### src/rtl/mwalu_pkg.sv
// Shared opcode, size and flag-position definitions for the multi-width ALU.
// Assumes a 4-bit opcode field and a 2-bit size field.
package mwalu_pkg;

    typedef enum logic [3:0] {
        OP_ADD = 4'd0,
        OP_SUB = 4'd1,
        OP_NEG = 4'd2,
        OP_CMP = 4'd3,
        OP_INC = 4'd4,
        OP_DEC = 4'd5,
        OP_AND = 4'd6,
        OP_OR  = 4'd7,
        OP_XOR = 4'd8,
        OP_MOV = 4'd9
    } alu_op_e;

    typedef enum logic [1:0] {
        SZ_BYTE = 2'd0,
        SZ_WORD = 2'd1,
        SZ_LONG = 2'd2,
        SZ_LALT = 2'd3
    } alu_size_e;

    localparam int unsigned CC_N = 3;
    localparam int unsigned CC_Z = 2;
    localparam int unsigned CC_V = 1;
    localparam int unsigned CC_C = 0;

    localparam int unsigned NUM_LANES = 3;

endpackage

### src/rtl/mwalu_sizer.sv
// Width decoder: turns the size select into an operand mask and a one-hot
// sign-bit mask. Assumes BYTE_W < WORD_W <= DATA_W.
module mwalu_sizer #(
    parameter int unsigned DATA_W = 32,
    parameter int unsigned BYTE_W = 8,
    parameter int unsigned WORD_W = 16
) (
    input  logic [1:0]        size_i,
    output logic [DATA_W-1:0] mask_o,
    output logic [DATA_W-1:0] sign_o
);
    import mwalu_pkg::*;

    logic [NUM_LANES-1:0][DATA_W-1:0] lane_mask;
    logic [NUM_LANES-1:0][DATA_W-1:0] lane_sign;
    logic [1:0]                       lane_sel;

    // Build one mask pair per supported width.
    for (genvar g = 0; g < NUM_LANES; g++) begin : g_lane
        localparam int unsigned LW = (g == 0) ? BYTE_W : ((g == 1) ? WORD_W : DATA_W);
        assign lane_mask[g] = {DATA_W{1'b1}} >> (DATA_W - LW);
        assign lane_sign[g] = {{(DATA_W-1){1'b0}}, 1'b1} << (LW - 1);
    end

    // Map the size code onto a lane; both upper codes mean the full width.
    always_comb begin
        case (alu_size_e'(size_i))
            SZ_BYTE: lane_sel = 2'd0;
            SZ_WORD: lane_sel = 2'd1;
            default: lane_sel = 2'd2;
        endcase
    end

    assign mask_o = lane_mask[lane_sel];
    assign sign_o = lane_sign[lane_sel];

endmodule

### src/rtl/mwalu_arith.sv
// Adder path for add, subtract, negate, compare, increment and decrement.
// Produces the masked sum plus the V and C flags. Assumes the operands
// arrive already masked to the selected width.
module mwalu_arith #(
    parameter int unsigned DATA_W = 32
) (
    input  mwalu_pkg::alu_op_e op_i,
    input  logic [DATA_W-1:0]  dst_i,
    input  logic [DATA_W-1:0]  src_i,
    input  logic [DATA_W-1:0]  mask_i,
    input  logic [DATA_W-1:0]  sign_i,
    input  logic               c_in_i,
    output logic [DATA_W-1:0]  res_o,
    output logic               v_o,
    output logic               c_o
);
    import mwalu_pkg::*;

    logic [DATA_W-1:0] neg_src;
    logic [DATA_W-1:0] add_a;
    logic [DATA_W-1:0] add_b;
    logic [DATA_W:0]   sum;
    logic              sgn_a, sgn_b, sgn_r;
    logic              v_add, v_step, carry, borrow;

    // Two's complement of the source within the selected width.
    assign neg_src = (~src_i + {{(DATA_W-1){1'b0}}, 1'b1}) & mask_i;

    // Choose the two addends for the current opcode.
    always_comb begin
        add_a = dst_i;
        add_b = src_i;
        case (op_i)
            OP_SUB, OP_CMP, OP_DEC: add_b = neg_src;
            OP_NEG: begin
                add_a = '0;
                add_b = neg_src;
            end
            default: ;
        endcase
    end

    assign sum    = {1'b0, add_a} + {1'b0, add_b};
    assign res_o  = sum[DATA_W-1:0] & mask_i;
    assign sgn_a  = |(add_a & sign_i);
    assign sgn_b  = |(add_b & sign_i);
    assign sgn_r  = |(res_o & sign_i);
    assign v_add  = (sgn_a == sgn_b) && (sgn_r != sgn_a);
    assign v_step = (dst_i & (mask_i >> 1)) == (mask_i >> 1);
    assign carry  = |(sum[DATA_W:1] & sign_i);
    assign borrow = add_a < src_i;

    // Pick the V and C rules for the opcode family.
    always_comb begin
        case (op_i)
            OP_ADD:                 begin v_o = v_add;  c_o = carry;  end
            OP_SUB, OP_CMP, OP_NEG: begin v_o = v_add;  c_o = borrow; end
            OP_INC, OP_DEC:         begin v_o = v_step; c_o = c_in_i; end
            default:                begin v_o = 1'b0;   c_o = c_in_i; end
        endcase
    end

endmodule

### src/rtl/mwalu_logic.sv
// Bitwise path for AND, OR, XOR and move. Assumes masked operands; the
// output is therefore already confined to the selected width.
module mwalu_logic #(
    parameter int unsigned DATA_W = 32
) (
    input  mwalu_pkg::alu_op_e op_i,
    input  logic [DATA_W-1:0]  dst_i,
    input  logic [DATA_W-1:0]  src_i,
    output logic [DATA_W-1:0]  res_o
);
    import mwalu_pkg::*;

    // Select the bitwise function.
    always_comb begin
        case (op_i)
            OP_AND:  res_o = dst_i & src_i;
            OP_OR:   res_o = dst_i | src_i;
            OP_XOR:  res_o = dst_i ^ src_i;
            default: res_o = src_i;
        endcase
    end

endmodule

### src/rtl/mwalu.sv
// Multi-width ALU top. Masks the operands to the selected width, runs the
// adder and bitwise paths, forms {N,Z,V,C} and registers the result, the
// write strobe and the flags on a valid strobe. Synchronous active-low
// reset. Assumes the caller feeds back the flags on ccr_i.
module mwalu #(
    parameter int unsigned DATA_W = 32,
    parameter int unsigned BYTE_W = 8,
    parameter int unsigned WORD_W = 16,
    parameter int unsigned OP_W   = 4,
    parameter int unsigned SZ_W   = 2,
    parameter int unsigned CC_W   = 4
) (
    input  logic              clk,
    input  logic              rst_n,
    input  logic              valid_i,
    input  logic [OP_W-1:0]   op_i,
    input  logic [SZ_W-1:0]   size_i,
    input  logic [DATA_W-1:0] dst_i,
    input  logic [DATA_W-1:0] src_i,
    input  logic [CC_W-1:0]   ccr_i,
    output logic [DATA_W-1:0] result_o,
    output logic              wr_en_o,
    output logic [CC_W-1:0]   ccr_o
);
    import mwalu_pkg::*;

    alu_op_e           op;
    logic [DATA_W-1:0] mask, sign, dst_m, src_m;
    logic [DATA_W-1:0] ar_res, lg_res, res_sel;
    logic              ar_v, ar_c;
    logic              is_arith, is_legal, writes;
    logic [CC_W-1:0]   cc_next;
    logic [DATA_W-1:0] res_q;
    logic [CC_W-1:0]   cc_q;
    logic              wr_q;

    assign op = alu_op_e'(op_i);

    mwalu_sizer #(.DATA_W(DATA_W), .BYTE_W(BYTE_W), .WORD_W(WORD_W)) u_sizer (
        .size_i (size_i),
        .mask_o (mask),
        .sign_o (sign)
    );

    assign dst_m = dst_i & mask;
    assign src_m = src_i & mask;

    mwalu_arith #(.DATA_W(DATA_W)) u_arith (
        .op_i   (op),
        .dst_i  (dst_m),
        .src_i  (src_m),
        .mask_i (mask),
        .sign_i (sign),
        .c_in_i (ccr_i[CC_C]),
        .res_o  (ar_res),
        .v_o    (ar_v),
        .c_o    (ar_c)
    );

    mwalu_logic #(.DATA_W(DATA_W)) u_logic (
        .op_i  (op),
        .dst_i (dst_m),
        .src_i (src_m),
        .res_o (lg_res)
    );

    // Classify the opcode into family, legality and write behaviour.
    always_comb begin
        is_arith = op_i <= OP_W'(OP_DEC);
        is_legal = op_i <= OP_W'(OP_MOV);
        writes   = is_legal && (op != OP_CMP);
    end

    // Merge the paths and assemble the packed flag word.
    always_comb begin
        res_sel       = is_arith ? ar_res : lg_res;
        cc_next       = '0;
        cc_next[CC_N] = |(res_sel & sign);
        cc_next[CC_Z] = (res_sel == '0);
        cc_next[CC_V] = is_arith ? ar_v : 1'b0;
        cc_next[CC_C] = is_arith ? ar_c : ccr_i[CC_C];
    end

    // Register result, strobe and flags on a valid legal operation.
    always_ff @(posedge clk) begin
        if (!rst_n) begin
            res_q <= '0;
            cc_q  <= '0;
            wr_q  <= 1'b0;
        end else begin
            wr_q <= valid_i && writes;
            if (valid_i && is_legal) begin
                cc_q <= cc_next;
                if (writes) begin
                    res_q <= res_sel;
                end
            end
        end
    end

    assign result_o = res_q;
    assign wr_en_o  = wr_q;
    assign ccr_o    = cc_q;

endmodule

### config.mk
export PLATFORM = sky130hd
export DESIGN_NAME = mwalu
export DESIGN_NICKNAME = d
export VERILOG_FILES = /design/src/rtl/mwalu_pkg.sv /design/src/rtl/mwalu_sizer.sv /design/src/rtl/mwalu_arith.sv /design/src/rtl/mwalu_logic.sv /design/src/rtl/mwalu.sv
export SDC_FILE = /design/constraint.sdc
export NUM_CORES = 1
export LEC_CHECK = 0
export ABC_AREA = 1
export BUFFER_PORTS_ARGS = -buffer_cell sky130_fd_sc_hd__buf_4
export CAP_MARGIN = 20
export CORE_MARGIN = 2
export CORE_UTILIZATION = 40
export CTS_BUF_LIST = sky130_fd_sc_hd__clkbuf_16
export CTS_CLUSTER_DIAMETER = 60
export DETAILED_ROUTE_END_ITERATION = 8
export GPL_TIMING_DRIVEN = 1
export HOLD_SLACK_MARGIN = 0.02
export SLEW_MARGIN = 0
export SYNTH_ARGS = -nofsm -noshare
export SYNTH_HDL_FRONTEND = slang
export SYNTH_SLANG_ARGS = --single-unit
### constraint.sdc
create_clock -name clk -period 4.4 [get_ports clk]
set_input_delay 0.66 -clock clk [delete_from_list [all_inputs] [get_ports clk]]
set_output_delay 0.66 -clock clk [all_outputs]
set_load 0.02 [all_outputs]
## After elaboration in Yosys (flattened, before gate mapping)

Cells that the tools add are included.

- Register bits: 37
- Bits of input ports: 77
- Output and inout bits: 37
- Word-level logic and storage cells: 66

- $add $sub $neg: 2
- Magnitude comparators: 4
- Equality and inequality tests: 13
- Multiplexer cells: 13
- Bitwise gates (word level): 14
- Reduce and logical (&&, ||, !) cells: 17

Operators with widths:

| operator | count |
|---|---|
| 32-bit AND | 10 |
| 32-bit two-way mux | 5 |
| 32-bit OR reduction | 5 |
| 32-bit binary-select mux with 2-bit select | 2 |
| 32-bit case mux with 3 select lines | 1 |
| 32-bit by 32-bit adder with 33-bit output | 1 |
| 32-bit by 1-bit adder with 32-bit output, second input constant | 1 |
| 32-bit by 31-bit AND with 32-bit output | 1 |
| 32-bit by 31-bit == test with 1-bit output | 1 |
| 32-bit logical NOT | 1 |
| 32-bit less-than comparator | 1 |
| 32-bit NOT | 1 |
| 32-bit bitwise OR | 1 |
| 32-bit bitwise XOR | 1 |
| 4-bit by 3-bit == test with 1-bit output, second input constant | 4 |
| 4-bit by 2-bit == test with 1-bit output, second input constant | 2 |
| 4-bit OR reduction | 2 |
| 4-bit by 1-bit == test with 1-bit output, second input constant | 1 |
| 4-bit == test, second input constant | 1 |
| 4-bit by 3-bit less-or-equal comparator with 1-bit output, second input constant | 1 |
| 4-bit less-or-equal comparator, second input constant | 1 |
| 1-bit logical AND | 4 |
| 4-bit logical NOT | 1 |
| 4-bit by 2-bit != test with 1-bit output, second input constant | 1 |
| other kinds (11) | 13 |

## Depth between registers and ports, before layout

- Word-level depth: 17
- Mapped depth: 33
- Depth with buffers taken out: 33

## Modules after synthesis

From an unflattened synthesis, not the netlist that was laid out.

- Cells, all modules: 2403
- Area, all modules: 12191.7 µm²

Modules (own cells, without submodules):

| module | instances | cells each | area each (µm²) | sequential area each (µm²) |
|---|---|---|---|---|
| mwalu_arith | 1 | 1374 | 6517.5 | 0.0 |
| mwalu | 1 | 512 | 2798.9 | 740.7 |
| mwalu_logic | 1 | 449 | 2394.8 | 0.0 |
| mwalu_sizer | 1 | 68 | 480.5 | 0.0 |

## Least setup slack after synthesis

OpenSTA, ideal clock, no wires.

- Kind: input port to flip-flop
- From: in src_i[0]
- To: reg cc_q[2] (netlist: ccr_o[2])
- Setup time: 0.066 ns
- Arrival: 3.618 ns
- Slack: 0.716 ns
- Cell stages on the path: 27
- Buffers on the path: 0
- Cell sequence: inv_1 -> ha_1 -> nand4_1 -> nor3_1 -> nand2_1 -> inv_1 -> nand4_1 -> nor3_2 -> nand2_1 -> inv_1 -> nand2_1 -> a21oi_1 -> nor2_1 -> ha_1 -> a21oi_1 -> nand2_1 -> nand2_1 -> nand2_1 -> a21oi_1 -> nand3_1 -> nand3_1 -> nor2_1 -> nor2_1 -> nand2_1 -> nor2_1 -> nand3_1 -> a21oi_2

- Cells in the longest elaborated chain, start to end: 9

RTL lines:

| element | line | text |
|---|---|---|
| from (decl) | mwalu.sv:19 | `input logic [DATA_W-1:0] src_i,` |
| 32-bit AND (*) | mwalu.sv:46 | `assign src_m = src_i & mask;` |
| 32-bit NOT | mwalu_arith.sv:27 | `assign neg_src = (~src_i + {{(DATA_W-1){1'b0}}, 1'b1}) & mask_i;` |
| 32-bit by 1-bit adder with 32-bit output | mwalu_arith.sv:27 |  |
| 32-bit AND | mwalu_arith.sv:27 |  |
| 32-bit two-way mux | mwalu_arith.sv:33 | `case (op_i)` |
| 32-bit by 32-bit adder with 33-bit output | mwalu_arith.sv:43 | `assign sum = {1'b0, add_a} + {1'b0, add_b};` |
| 32-bit AND | mwalu_arith.sv:44 | `assign res_o = sum[DATA_W-1:0] & mask_i;` |
| 32-bit two-way mux (*) | mwalu.sv:76 | `res_sel = is_arith ? ar_res : lg_res;` |
| 32-bit logical NOT (*) | mwalu.sv:79 | `cc_next[CC_Z] = (res_sel == '0);` |
| to (signal assigned) | mwalu.sv:93 | `cc_q <= cc_next;` |
| to (decl) | mwalu.sv:34 | `logic [CC_W-1:0] cc_q;` |

Mark *: on every way between the ends. The rest lies on a longest branch, timed or not.
A chain may end at the register's enable or synchronous reset.

## Worst setup path after layout

Same ends and word-level chain as after synthesis.

==> impl_metrics.csv <==
group,metric,value,unit
min_path,holdPathEnd,"ccr_o[1]",
critical_path,start_kind,"primary input",
yosys,syn-cell-area,8180,sq um
yosys,syn-num-nets,1682,
yosys,synth_cell_types,46,
place,routabilityCongestion,0.949,
clock_tree,clk_latency,280,ps
timing,period_needed,4150,ps
floorplan,io_pins,114,
global_routing,antenna_found_initial,0,
critical_path,critPathTopFamily,"simple AND/OR/NAND/NOR gates",
timing,max_freq,241,MHz
yosys,synth_edf_count,0,
critical_path,r2r-start,"result_o[13]",
yosys,synth_top_family_by_area,"simple AND/OR/NAND/NOR gates",
timing,whs,491,ps
clock_tree,cts_buffer_depth,2,
place,io_buffers,110,
min_path,min_from,"ccr_o[1]",
critical_path,cp_slowest_stage_delay,270,ps
global_routing,grt_pass1_vias,9305,
yosys,syn_inst,1475,
finish,final_net_count,1875,
timing,hold_viol_final,0,
min_path,holdCritPathClass,"reg -> reg",
yosys,postSynthAreaPerCell,5.55,sq um
yosys,postSynth.asyncResetShare,0,%
floorplan,dieArea,21600,sq um
yosys,ys.flop_type,"dfxtp_1",
critical_path,path_max_fanout,4,
floorplan,fp.coreArea,20200,sq um
finish,diodes,0,
yosys,yosysWarnings,0,
timing,clock-skew-final,0,ps
power,ir_drop,0.192,mV
place,post_dp_cell_area,10000,sq um
run,max-cap-violations,0,
clock_tree,cts_tree,"yes",
global_routing,track_usage,27.7,%
yosys,synth_compound_area_share,16.9,%
critical_path,cp.buffers_inverters,6,
floorplan,row_count,52,
clock_tree,cts-buffers-inserted,5,
critical_path,worst_r2r_endpoint,"result_o[13]",
critical_path,cp_slowest_cell,"nor3_2",
detailed_routing,viasPerCell,5.14,
timing,post-route-period-util,94.2,%
critical_path,arrival,4370,ps
critical_path,critPathRequiredTime,4620,ps
floorplan,initial_core_util,40.6,%
timing,finalSetupViolCount,0,
yosys,yosys.area_share.adder,20.0,%
critical_path,reg2reg_slack,3640,ps
min_path,hold-path-cell-count,2,
detailed_routing,postRouteAntennaNets,0,
power,p_leak,6.01,nW
floorplan,fp.dieH,147,microns
clock_tree,root_buffer,"clkbuf_16",
finish,fin_area,10500,sq um
power,power.total,1.96,mW
yosys,synthMuxAreaShare,0,%
yosys,synth_xor_xnor_area_share,0.749,%
timing,slew_viol_final,0,
detailed_routing,route.vias.total,9968,
power,power_density,186,nW/um^2
finish,final_common_cell,"nand2_1",
place,hpwl,25.2,mm
global_routing,grt_max_degree,47,
clock_tree,clkTransAtPathRegs,60,ps
status,status,"complete, no violations",
global_routing,grt_pass1_wl,47.8,mm
critical_path,worstRegToRegCells,3,
clock_tree,clock-sinks,37,
detailed_routing,initialDrtViolationCount,586,
floorplan,die_w,147,microns
global_routing,overflow,0,
detailed_routing,routed_wirelength,30.7,mm
clock_tree,htree_levels,2,
timing,relSlewSlack,50.6,%
detailed_routing,firstDrtPassIters,6,
detailed_routing,wire_per_inst,15.8,microns
detailed_routing,drcViolationCount,0,
yosys,synth-simple-area-share,39.2,%
critical_path,crit_path_end_kind,"flip-flop",
yosys,yosysSeqAreaShare,9.05,%
finish,layout_common_cells,"389 x nand2_1, 249 x inv_1, 221 x buf_4, 168 x nor2_1, 124 x ha_1",
critical_path,crit_type,"in -> reg",
finish,layout-drive-gt1-share,19.3,%
finish,area_growth,28.7,%
timing,tightestPinTransition,733,ps
yosys,synth-seq-cells,37,
[timing repair]
action	4_1_cts	5_1_grt
hold buffers	0	0
setup endpoints to repair	0	11
buffers inserted	0	8
gates resized for setup	0	77
[cell usage after synthesis (9+ instances only)]
cell type | n | area (sq um)
nand3b_1 | 9 | 67.6
inv_1 | 252 | 946
o21ai_0 | 71 | 355
o21a_1 | 11 | 82.6
nor3_1 | 20 | 100
nand2_1 | 406 | 1520
nor2_1 | 186 | 698
a21oi_1 | 80 | 400
o21bai_1 | 20 | 150
dfxtp_1 | 37 | 741
nand3_1 | 105 | 526
clkbuf_1 | 26 | 97.6
ha_1 | 129 | 1610
nand4_1 | 18 | 113
o211ai_1 | 29 | 218
[routing by layer]
metal  global-route usage (%)  vias to the layer above  wire (microns)
met5                        0                        -               0
met4                     12.6                        0            1690
met3                     2.73                       68            1200
met2                     50.9                      274           15100
met1                     32.6                     4508           12700
li1                         -                     5118               -
[worst register-to-register path, stage by stage, from the launching register on]
cell	delay, ps
dfxtp_1	320
o21ai_0	150
o21bai_1	130
inv_1	60
[area by class of cell]
type,instances,area [sq um]
Sequential cell,37,741
Fill cell,2223,9640
Timing Repair Buffer,224,1720
Clock inverter,3,46.3
Tap cell,270,338
Multi-Input combinational cell,1139,6580
Inverter,261,982
Clock buffer,5,125
[registers in the layout (all words and copies together), names as in the netlist]
register and count:
ccr_o 4, result_o 32, wr_en_o 1
[worst max-delay path by stage]
stage | from | end | slack [ps] | cells after the start
after CTS | src_i[0] | ccr_o[2] | 130 | 29
after global placement | src_i[0] | ccr_o[2] | -120 | 29
after detailed placement | src_i[0] | ccr_o[2] | -140 | 29
final | src_i[0] | ccr_o[2] | 250 | 31
after floorplan | src_i[0] | ccr_o[2] | 720 | 27
after global routing | src_i[0] | ccr_o[1] | -20 | 35
[logic make-up after synthesis]
group,after synthesis
AND/OR/NAND/NOR,768
buffers and inverters,299
AO/OA/AOI/OAI,234
adder cells (fa/ha/maj),130
flip-flops,37
XOR/XNOR,7
[through the flow]
stage	util, %	setup WS [ps]	instances	setup TNS, ps
2_1_floorplan	-	716	1475	0
4_1_cts	50.5	131	1931	0
3_5_place_dp	49.7	-142	1923	-413
6_report	52.2	255	1939	0
5_1_grt	52.2	-16.6	1939	-29.9
3_3_place_gp	49.7	-119	1923	-200
[power by group]
group          internal (mW)  switching (mW)
clock network          0.268           0.151
registers              0.361          0.0132
logic                  0.459           0.710
(Power assumes the default switching activity.)
